**src/rtl/cal_seq_pkg.sv**
```systemverilog
package cal_seq_pkg;

    typedef enum logic [2:0] {
        ST_RESET,
        ST_POWERUP,
        ST_OFS_INIT,
        ST_CAL_WAIT,
        ST_CAL_RECENTER,
        ST_RUN,
        ST_RUN_RECENTER
    } seq_state_t;

    typedef enum logic [1:0] {
        MODE_RST  = 2'd0,
        MODE_INIT = 2'd1,
        MODE_CAL  = 2'd2,
        MODE_RUN  = 2'd3
    } seq_mode_t;

endpackage

```
**src/rtl/cal_seq_timer.sv**
```systemverilog
// Power-up settle and initial-offset timeout counter.
module cal_seq_timer #(
    parameter int PWR_CYC  = 64,
    parameter int PO_LIMIT = 115000
) (
    input  logic clk,
    input  logic rst_n,
    input  logic clear,
    input  logic run,
    output logic pwr_done,
    output logic po_expired
);
    localparam int PW = $clog2(PO_LIMIT + 1);

    logic [PW-1:0] cnt_q;

    always_ff @(posedge clk or negedge rst_n) begin
        if (!rst_n) begin
            cnt_q <= '0;
        end else if (clear) begin
            cnt_q <= '0;
        end else if (run && cnt_q != PW'(PO_LIMIT)) begin
            cnt_q <= cnt_q + 1'b1;
        end
    end

    assign pwr_done   = (cnt_q == PW'(PWR_CYC - 1));
    assign po_expired = (cnt_q == PW'(PO_LIMIT - 1));
endmodule

```
**src/rtl/cal_seq_edges.sv**
```systemverilog
// Counts output rising edges during calibration.
module cal_seq_edges #(
    parameter int CAL_EDGES = 3
) (
    input  logic clk,
    input  logic rst_n,
    input  logic clear,
    input  logic count_en,
    input  logic out_rise,
    output logic reached
);
    localparam int EW = $clog2(CAL_EDGES + 1);

    logic [EW-1:0] cnt_q;
    logic          full;

    assign full = (cnt_q == EW'(CAL_EDGES));

    always_ff @(posedge clk or negedge rst_n) begin
        if (!rst_n) begin
            cnt_q <= '0;
        end else if (clear) begin
            cnt_q <= '0;
        end else if (count_en && out_rise && !full) begin
            cnt_q <= cnt_q + 1'b1;
        end
    end

    assign reached = full || (out_rise && cnt_q == EW'(CAL_EDGES - 1));
endmodule

```
**src/rtl/cal_seq_gain.sv**
```systemverilog
// Saturating gain index register.
module cal_seq_gain #(
    parameter int GAIN_W    = 4,
    parameter int GAIN_INIT = 8
) (
    input  logic              clk,
    input  logic              rst_n,
    input  logic              load,
    input  logic              step_up,
    input  logic              step_dn,
    output logic [GAIN_W-1:0] gain,
    output logic              at_max,
    output logic              at_min
);
    logic [GAIN_W-1:0] gain_q;

    always_ff @(posedge clk or negedge rst_n) begin
        if (!rst_n) begin
            gain_q <= GAIN_W'(GAIN_INIT);
        end else if (load) begin
            gain_q <= GAIN_W'(GAIN_INIT);
        end else if (step_up && !at_max) begin
            gain_q <= gain_q + 1'b1;
        end else if (step_dn && !at_min) begin
            gain_q <= gain_q - 1'b1;
        end
    end

    assign gain   = gain_q;
    assign at_max = (gain_q == {GAIN_W{1'b1}});
    assign at_min = (gain_q == '0);
endmodule

```
**src/rtl/cal_sequencer.sv**
```systemverilog
module cal_sequencer
    import cal_seq_pkg::*;
#(
    parameter int GAIN_W    = 4,
    parameter int GAIN_INIT = 8,
    parameter int AMP_W     = 10,
    parameter int AMP_LO    = 256,
    parameter int AMP_HI    = 768,
    parameter int CAL_EDGES = 3,
    parameter int PWR_CYC   = 64,
    parameter int PO_LIMIT  = 115000
) (
    input  logic              clk,
    input  logic              rst_n,
    input  logic              uv_flag,
    input  logic              ofs_done,
    input  logic              amp_valid,
    input  logic [AMP_W-1:0]  amp_pp,
    input  logic              out_rise,
    output logic [GAIN_W-1:0] gain_code,
    output logic              ofs_req,
    output logic              ofs_en,
    output logic              trk_en,
    output logic              out_force_hi,
    output logic [1:0]        mode,
    output logic              duty_ok
);
    seq_state_t state_q, state_d;

    logic pwr_done, po_expired, cal_reached;
    logic at_max, at_min;
    logic amp_low, amp_high, cal_decide;
    logic gain_up, gain_dn, gain_load;

    assign amp_low    = amp_valid && (amp_pp < AMP_W'(AMP_LO));
    assign amp_high   = amp_valid && (amp_pp > AMP_W'(AMP_HI));
    assign cal_decide = (state_q == ST_CAL_WAIT) && !cal_reached;
    assign gain_load  = uv_flag || (state_q == ST_RESET);
    assign gain_up    = !uv_flag && cal_decide && amp_low && !at_max;
    assign gain_dn    = !uv_flag && (cal_decide || state_q == ST_RUN)
                        && amp_high && !at_min;

    cal_seq_timer #(
        .PWR_CYC  (PWR_CYC),
        .PO_LIMIT (PO_LIMIT)
    ) u_timer (
        .clk        (clk),
        .rst_n      (rst_n),
        .clear      (state_q == ST_RESET),
        .run        (state_q == ST_POWERUP || state_q == ST_OFS_INIT),
        .pwr_done   (pwr_done),
        .po_expired (po_expired)
    );

    cal_seq_edges #(
        .CAL_EDGES (CAL_EDGES)
    ) u_edges (
        .clk      (clk),
        .rst_n    (rst_n),
        .clear    (state_q == ST_RESET),
        .count_en (state_q == ST_CAL_WAIT || state_q == ST_CAL_RECENTER),
        .out_rise (out_rise),
        .reached  (cal_reached)
    );

    cal_seq_gain #(
        .GAIN_W    (GAIN_W),
        .GAIN_INIT (GAIN_INIT)
    ) u_gain (
        .clk     (clk),
        .rst_n   (rst_n),
        .load    (gain_load),
        .step_up (gain_up),
        .step_dn (gain_dn),
        .gain    (gain_code),
        .at_max  (at_max),
        .at_min  (at_min)
    );

    // State register
    always_ff @(posedge clk or negedge rst_n) begin
        if (!rst_n) begin
            state_q <= ST_RESET;
        end else begin
            state_q <= state_d;
        end
    end

    // Next-state decision
    always_comb begin
        state_d = state_q;
        if (uv_flag) begin
            state_d = ST_RESET;
        end else begin
            unique case (state_q)
                ST_RESET:        state_d = ST_POWERUP;
                ST_POWERUP:      if (pwr_done) state_d = ST_OFS_INIT;
                ST_OFS_INIT:     if (ofs_done || po_expired) state_d = ST_CAL_WAIT;
                ST_CAL_WAIT: begin
                    if (cal_reached)            state_d = ST_RUN;
                    else if (gain_up || gain_dn) state_d = ST_CAL_RECENTER;
                end
                ST_CAL_RECENTER: if (ofs_done) state_d = ST_CAL_WAIT;
                ST_RUN:          if (gain_dn) state_d = ST_RUN_RECENTER;
                ST_RUN_RECENTER: if (ofs_done) state_d = ST_RUN;
                default:         state_d = ST_RESET;
            endcase
        end
    end

    // Outputs decoded from the state
    always_comb begin
        mode         = MODE_RST;
        ofs_req      = 1'b0;
        ofs_en       = 1'b1;
        trk_en       = 1'b0;
        out_force_hi = 1'b0;
        duty_ok      = 1'b0;
        unique case (state_q)
            ST_RESET, ST_POWERUP: begin
                ofs_en       = 1'b0;
                out_force_hi = 1'b1;
            end
            ST_OFS_INIT: begin
                mode         = MODE_INIT;
                ofs_req      = 1'b1;
                out_force_hi = 1'b1;
            end
            ST_CAL_WAIT, ST_CAL_RECENTER: begin
                mode    = MODE_CAL;
                trk_en  = 1'b1;
                ofs_req = (state_q == ST_CAL_RECENTER);
            end
            ST_RUN, ST_RUN_RECENTER: begin
                mode    = MODE_RUN;
                trk_en  = 1'b1;
                duty_ok = 1'b1;
                ofs_req = (state_q == ST_RUN_RECENTER);
            end
            default: begin
                ofs_en       = 1'b0;
                out_force_hi = 1'b1;
            end
        endcase
    end
endmodule

```
**config.mk**
```make
export PLATFORM = sky130hd
export DESIGN_NAME = cal_sequencer
export DESIGN_NICKNAME = d
export VERILOG_FILES = /design/src/rtl/cal_seq_pkg.sv /design/src/rtl/cal_seq_timer.sv /design/src/rtl/cal_seq_edges.sv /design/src/rtl/cal_seq_gain.sv /design/src/rtl/cal_sequencer.sv
export SDC_FILE = /design/constraint.sdc
export NUM_CORES = 1
export LEC_CHECK = 0
export BUFFER_PORTS_ARGS = -buffer_cell sky130_fd_sc_hd__buf_2
export CAP_MARGIN = 10
export CORE_ASPECT_RATIO = 0.9
export CORE_UTILIZATION = 35
export DETAILED_ROUTE_END_ITERATION = 8
export PLACE_DENSITY = 0.5
export SYNTH_ARGS = -nofsm -noshare
export SYNTH_HDL_FRONTEND = slang
export SYNTH_HIERARCHICAL = 1
export SYNTH_SLANG_ARGS = --single-unit
export TNS_END_PERCENT = 5
```
**constraint.sdc**
```tcl
create_clock -name clk -period 2.65 [get_ports clk]
set_input_delay 0.3975 -clock clk [delete_from_list [all_inputs] [get_ports clk]]
set_output_delay 0.3975 -clock clk [all_outputs]
set_load 0.01 [all_outputs]
```
# Yosys cells after proc, flatten, opt, wreduce, memory -nomap -nowiden
# Index checks and enable logic that the tools add are counted.
classes:
  addsub: 4
  eq_ne: 18
  magnitude_cmp: 2
  mux: 22
  n_reduce_logical: 37
ops:
  columns: ["operator", "n"]
  rows:
  - ["two-way mux 17 bit", 2]
  - ["two-way mux 3 bit", 8]
  - ["one-hot mux 3 bit (7 select lines)", 1]
  - ["adder 17 x 1 -> 17 bit, second input constant", 1]
  - ["== test 17 bit, second input constant", 1]
  - ["== test 17 x 6 -> 1 bit, second input constant", 1]
  - ["!= test 17 bit, second input constant", 1]
  - ["logical AND 1 bit", 15]
  - ["two-way mux 4 bit", 3]
  - ["!= test 3 bit, second input constant", 4]
  - ["> comparator 10 bit, second input constant", 1]
  - ["less-than comparator 10 x 9 -> 1 bit, second input constant", 1]
  - ["== test 3 bit, second input constant", 3]
  - ["logical OR 1 bit", 7]
  - ["== test 3 x 2 -> 1 bit, second input constant", 2]
  - ["one-hot mux 2 bit (3 select lines)", 1]
  - ["AND reduction 6 bit", 1]
  - ["logical NOT 1 bit", 5]
  - ["OR reduction 5 bit", 1]
  - ["adder 4 x 1 -> 4 bit, second input constant", 1]
  - ["== test 2 bit, second input constant", 2]
  - ["== test 4 bit, second input constant", 1]
  - ["logical NOT 4 bit", 1]
  - ["two-way mux 1 bit", 4]
  - ["12 further kinds", 15]
totals:
  ff_bits: 26
  out_inout_bits: 11
  wordCells: 87

# Longest topological paths before layout
depth:
  depth_word: 14
  depth_mapped: 12
  depth_no_buf: 12

# Cells and area by module
# Netlist, hierarchy kept.
modules_own_cells:
  columns: ["module", "area_per_inst_um2", "cells_per_inst", "n_inst", "seq_area_each_um2"]
  rows:
  - ["cal_seq_timer", 984.7, 104, 1, 425.4]
  - ["cal_sequencer", 387.9, 55, 1, 75.1]
  - ["cal_seq_gain", 325.3, 36, 1, 101.3]
  - ["cal_seq_edges", 140.1, 13, 1, 50.0]

# Least setup slack after synthesis
# No wires, ideal clock.
synth_path:
  path_kind: "register -> register"
  start: "register u_gain.gain_q[0], in the netlist u_gain/gain[0]"
  end: "register u_gain.gain_q[3], in the netlist u_gain/gain[3]"
  setup_slack_ns: 0.214
  setup_ns: 0.085
  stages_incl_launch_ff: 12
  arrival_ns: 2.351
  n_path_buf: 0
  path_cell_list: "dfrtp_1 -> nand4_1 -> inv_1 -> nor4b_2 -> nand2_1 -> nor2_1 -> nand2_1 -> ha_1 -> a21o_1 -> a21oi_1 -> o21ai_0 -> o221ai_1"
synth_via:
  elab_chain_len: 6
synth_lines:
  columns: ["item", "line", "source"]
  rows:
  - ["start, declared", "cal_seq_gain.sv:15", "logic [GAIN_W-1:0] gain_q;"]
  - ["start signal, assigned", "cal_seq_gain.sv:19", "gain_q <= GAIN_W'(GAIN_INIT);"]
  - ["start signal, assigned", "cal_seq_gain.sv:21", "gain_q <= GAIN_W'(GAIN_INIT);"]
  - ["start signal, assigned", "cal_seq_gain.sv:23", "gain_q <= gain_q + 1'b1;"]
  - ["== test 4 bit (*)", "cal_seq_gain.sv:30", "assign at_max = (gain_q == {GAIN_W{1'b1}});"]
  - ["via at_max", "cal_sequencer.sv:31", "logic at_max, at_min;"]
  - ["logical NOT 1 bit (*)", "cal_sequencer.sv:39", "assign gain_up = !uv_flag && cal_decide && amp_low && !at_max;"]
  - ["logical AND 1 bit (*)", "cal_sequencer.sv:39", null]
  - ["via gain_up", "cal_sequencer.sv:33", "logic gain_up, gain_dn, gain_load;"]
  - ["logical AND 1 bit (*)", "cal_seq_gain.sv:22", "end else if (step_up && !at_max) begin"]
  - ["two-way mux 4 bit", "cal_seq_gain.sv:22", null]
  - ["two-way mux 4 bit", "cal_seq_gain.sv:20", "end else if (load) begin"]
# Mark *: on every way through the listed nets, which the timed path passes. The rest lies on a longest branch. The select of a mux whose other input is x is not followed.
# A chain may end at the register's enable or synchronous reset.

# Final worst setup path
layout_path:
  start: "register u_timer.cnt_q[11]"
  end: "register state_q[1]"
layout_rtl:
  columns: ["item", "line", "source"]
  rows:
  - ["start, declared", "cal_seq_timer.sv:15", "logic [PW-1:0] cnt_q;"]
  - ["start signal, assigned", "cal_seq_timer.sv:23", "cnt_q <= cnt_q + 1'b1;"]
  - ["== test 17 x 6 -> 1 bit", "cal_seq_timer.sv:27", "assign pwr_done = (cnt_q == PW'(PWR_CYC - 1));"]
  - ["via pwr_done", "cal_sequencer.sv:30", "logic pwr_done, po_expired, cal_reached;"]
  - ["!= test 3 bit (no source line)", null, null]
  - ["AND reduction 6 bit (no source line)", null, null]
  - ["end signal, assigned", "cal_sequencer.sv:85", "state_q <= state_d;"]
  - ["end, declared", "cal_sequencer.sv:28", "seq_state_t state_q, state_d;"]
# The timed path passes the listed nets, and every way through them passes these cells.

==> impl_metrics.csv <==
group,metric,value,unit
status,outcome,"finished, final reports clean",
final_layout,area_growth,17.22,%
synthesis,synth_edf_count,0,
clock_tree,insertion_delay,0.27,ns
critical_path,slowest_delay,0.56,ns
synthesis,mappedNetlistArea,0.001838,sq mm
min_path,hold_path_class,"in2async",
critical_path,reg2reg_from,"u_timer/cnt_q[11]",
clock_tree,post_cts_buffers,0,
synthesis,synth.lib_cells_used.distinct,51,
clock_tree,clk_pin_slew,0.09,ns
timing,fin_crit,2.436,ns
synthesis,synth_top_flop_cell,"dfrtp_1",
route,wl,4094,microns
synthesis,synth_area_leaders,"dfrtp_1, nor2_1, ha_1",
grt,grt_pass1_vias,1575,
synthesis,synthesis.nets,231,
synthesis,yosysTopAreaCellShare,0.3404,
floorplan,core-area,0.004955,sq mm
critical_path,rrSetupSlack,0.21,ns
floorplan,fp.dieW,78.39,microns
floorplan,initial_core_util,0.3710,
grt,grt_pass1_wl,7224,microns
final_layout,drive_above_1_share,0.2428,
route,post_drt_wl_per_cell,13.29,microns
clock_tree,htree_levels,1,
critical_path,worstReg2RegEnd,"state_q[1]",
clock_tree,cts_tree,"yes",
synthesis,netlist_top_cells_count,"dfrtp_1, nor2_1, a21oi_1, inv_1",
route,drt_iter0_drc,91,
route,vias,1613,
timing,finalClockSkew,0.01093,ns
power,power_density,326.9,mW/mm^2
route,ant_nets,0,
run,drv_cap,0,
clock_tree,numCtsBuffers,3,
clock_tree,cts.sinks,26,
clock_tree,ctsHoldBuffers,0,
power,switching_share,0.2367,
critical_path,start_kind,"flop",
synthesis,synth_most_common_cell,"dfrtp_1",
critical_path,path_class,"reg2reg",
synthesis,postSynthCellCount,208,
power,p_leak,0.9845,nW
route,m1WireLength,2062,microns
grt,grt.overflow.total,0,
grt,grt_antenna_before_repair,0,
power,combPwrFrac,0.098,
route,drc_errors,0,
final_layout,diodes,0,
synthesis,avgSynthCellArea,8.837,sq um
timing,fin_crit_sh,0.9193,
critical_path,worstRegToRegCells,7,
timing,rsz0062_at_grt,"no",
floorplan,rows,24,
placed_design,io_buffer_count,26,
power,clock_power_share,0.323,
synthesis,async_flop_share,1.000,
power,p_sw,166.7,uW
floorplan,die_area,0.005545,sq mm
critical_path,worstSetupEndpointType,"flop",
synthesis,seq_area_frac_synth,0.3547,
synthesis,yosys_warnings,6,
route,highest-signal-layer,"met4",
route,wl_met2,1889,microns
clock_tree,clockBufferDepth,2,
power,p_int,537.7,uW
route,dr.pass1.iters,4,
placed_design,dp_hpwl,3172,microns
floorplan,die_y,70.75,microns
final_layout,post-route-util,0.4348,
timing,final.setup.tns,0,ns
clock_tree,post_cts_resized,0,
critical_path,cp.required,2.81,ns
timing,hold_viol_final,0,
power,seq_power_share,0.579,
critical_path,cp_cell_sequence,"or4_1 -> or2_2 -> nor4_1 -> o21ai_0 -> a21oi_1 -> o21ai_2 -> mux2_4",
route,wl_met3,108,microns
critical_path,cp_slowest_cell,"or4_1",
critical_path,cp.arrival,2.60,ns
grt,grt_usage,0.1632,
synthesis,synth_area_leader_cell,"dfrtp_1",
route,routed_via_density,5.237,
floorplan,io_pins,27,
critical_path,crit_family,"simple AND/OR/NAND/NOR gates",
synthesis,synth-seq-cells,26,
final_layout,final_net_count,267,
critical_path,crit_buf_inv,0,
timing,worst_pin_slew,0.7856,ns
timing,setup_viol_count_final,0,
clock_tree,cts-root-buf,"clkbuf_8",
critical_path,crit_fanout,4,
timing,maxSlewHeadroom,0.4734,
power,ir_drop,0.1915,mV
timing,max_freq,0.4105,GHz
placed_design,finalWeightedCongestion,0.8104,
grt,grt_max_degree,27,
timing,drv_slew,0,
[final cells by class]
class	count	area [sq um]
clock buffer	4	45.04
fill	513	2800
inverter	13	48.80
multi-input combinational	162	1107
sequential	26	651.9
tap	65	81.33
timing repair buffer	38	220.2
[power by group through the flow]
stage / sequential [mW] / combinational (mW) / clock, mW
detailed placement: 0.416 / 0.0703 / 0
global placement: 0.416 / 0.0699 / 0
finish: 0.408 / 0.0690 / 0.227
global route: 0.410 / 0.0777 / 0.254
floorplan: 0.414 / 0.0366 / 0
CTS: 0.408 / 0.0708 / 0.241
[stage by stage]
| step | hold WS (ns) | setup slack (ns) | area [sq um] | cells | power (mW) |
|---|---|---|---|---|---|
| floorplan | 0.1019 | 0.2137 | 1838 | 208 | 0.4502 |
| global placement | 0.4403 | 0.2793 | 2107 | 304 | 0.4858 |
| detailed placement | 0.4382 | 0.2352 | 2107 | 304 | 0.4863 |
| CTS | 0.1361 | 0.2087 | 2152 | 308 | 0.7195 |
| global route | 0.1618 | 0.003910 | 2155 | 308 | 0.7416 |
| finish | 0.1177 | 0.2139 | 2155 | 308 | 0.7044 |
[metal layers]
metal / vias up / track usage
met5: - / 0
met4: 0 / 0.04115
met3: 2 / 0.02839
met2: 25 / 0.2554
met1: 767 / 0.2335
li1: 819 / -
[flip-flops by register name (all words and copies together) (netlist names)]
name	cells
u_timer/cnt_q	17
u_edges/cnt_q	2
state_q	3
u_gain/gain	4
[worst max path at each step]
stage	to	slack (ns)	cells after the start	start
final	state_q[1]	0.21	7	u_timer/cnt_q[11]
after floorplan	u_gain/gain[3]	0.21	11	u_gain/gain[0]
after global routing	u_gain/gain[3]	0.004	12	u_edges/cnt_q[0]
after CTS	state_q[1]	0.21	7	u_timer/cnt_q[11]
after detailed placement	state_q[1]	0.24	7	u_timer/cnt_q[11]
after global placement	state_q[1]	0.28	7	u_timer/cnt_q[11]
[cells by family (layout without fill, tap and decap cells)]
logic type      Yosys count  in the layout  share of synthesized area
compound gates           37             37                     0.1470
flops                    26             26                     0.3547
buf+inv                  20             55                    0.04697
xor+xnor                 14             14                    0.06671
simple gates             99             99                     0.3016
fa+ha+maj                 7              7                    0.05174
mux                       5              5                    0.03131
[placed cells by master, fill, tap and decap left out, types with 4 or more instances in the layout]
| master | n |
|---|---|
| buf_2 | 26 |
| dfrtp_1 | 25 |
| nor2_1 | 23 |
| inv_1 | 13 |
| a21oi_1 | 13 |
| buf_4 | 12 |
| nand2_1 | 10 |
| nor4_1 | 10 |
| o21ai_0 | 9 |
| nand3_1 | 9 |
| xnor2_1 | 8 |
| nand4_1 | 7 |
| xor2_1 | 6 |
| ha_1 | 6 |
| nand2b_1 | 5 |
| and2_1 | 4 |
| and3_1 | 4 |
| or2_2 | 4 |
Note: power is estimated with default switching activity, not from simulation.
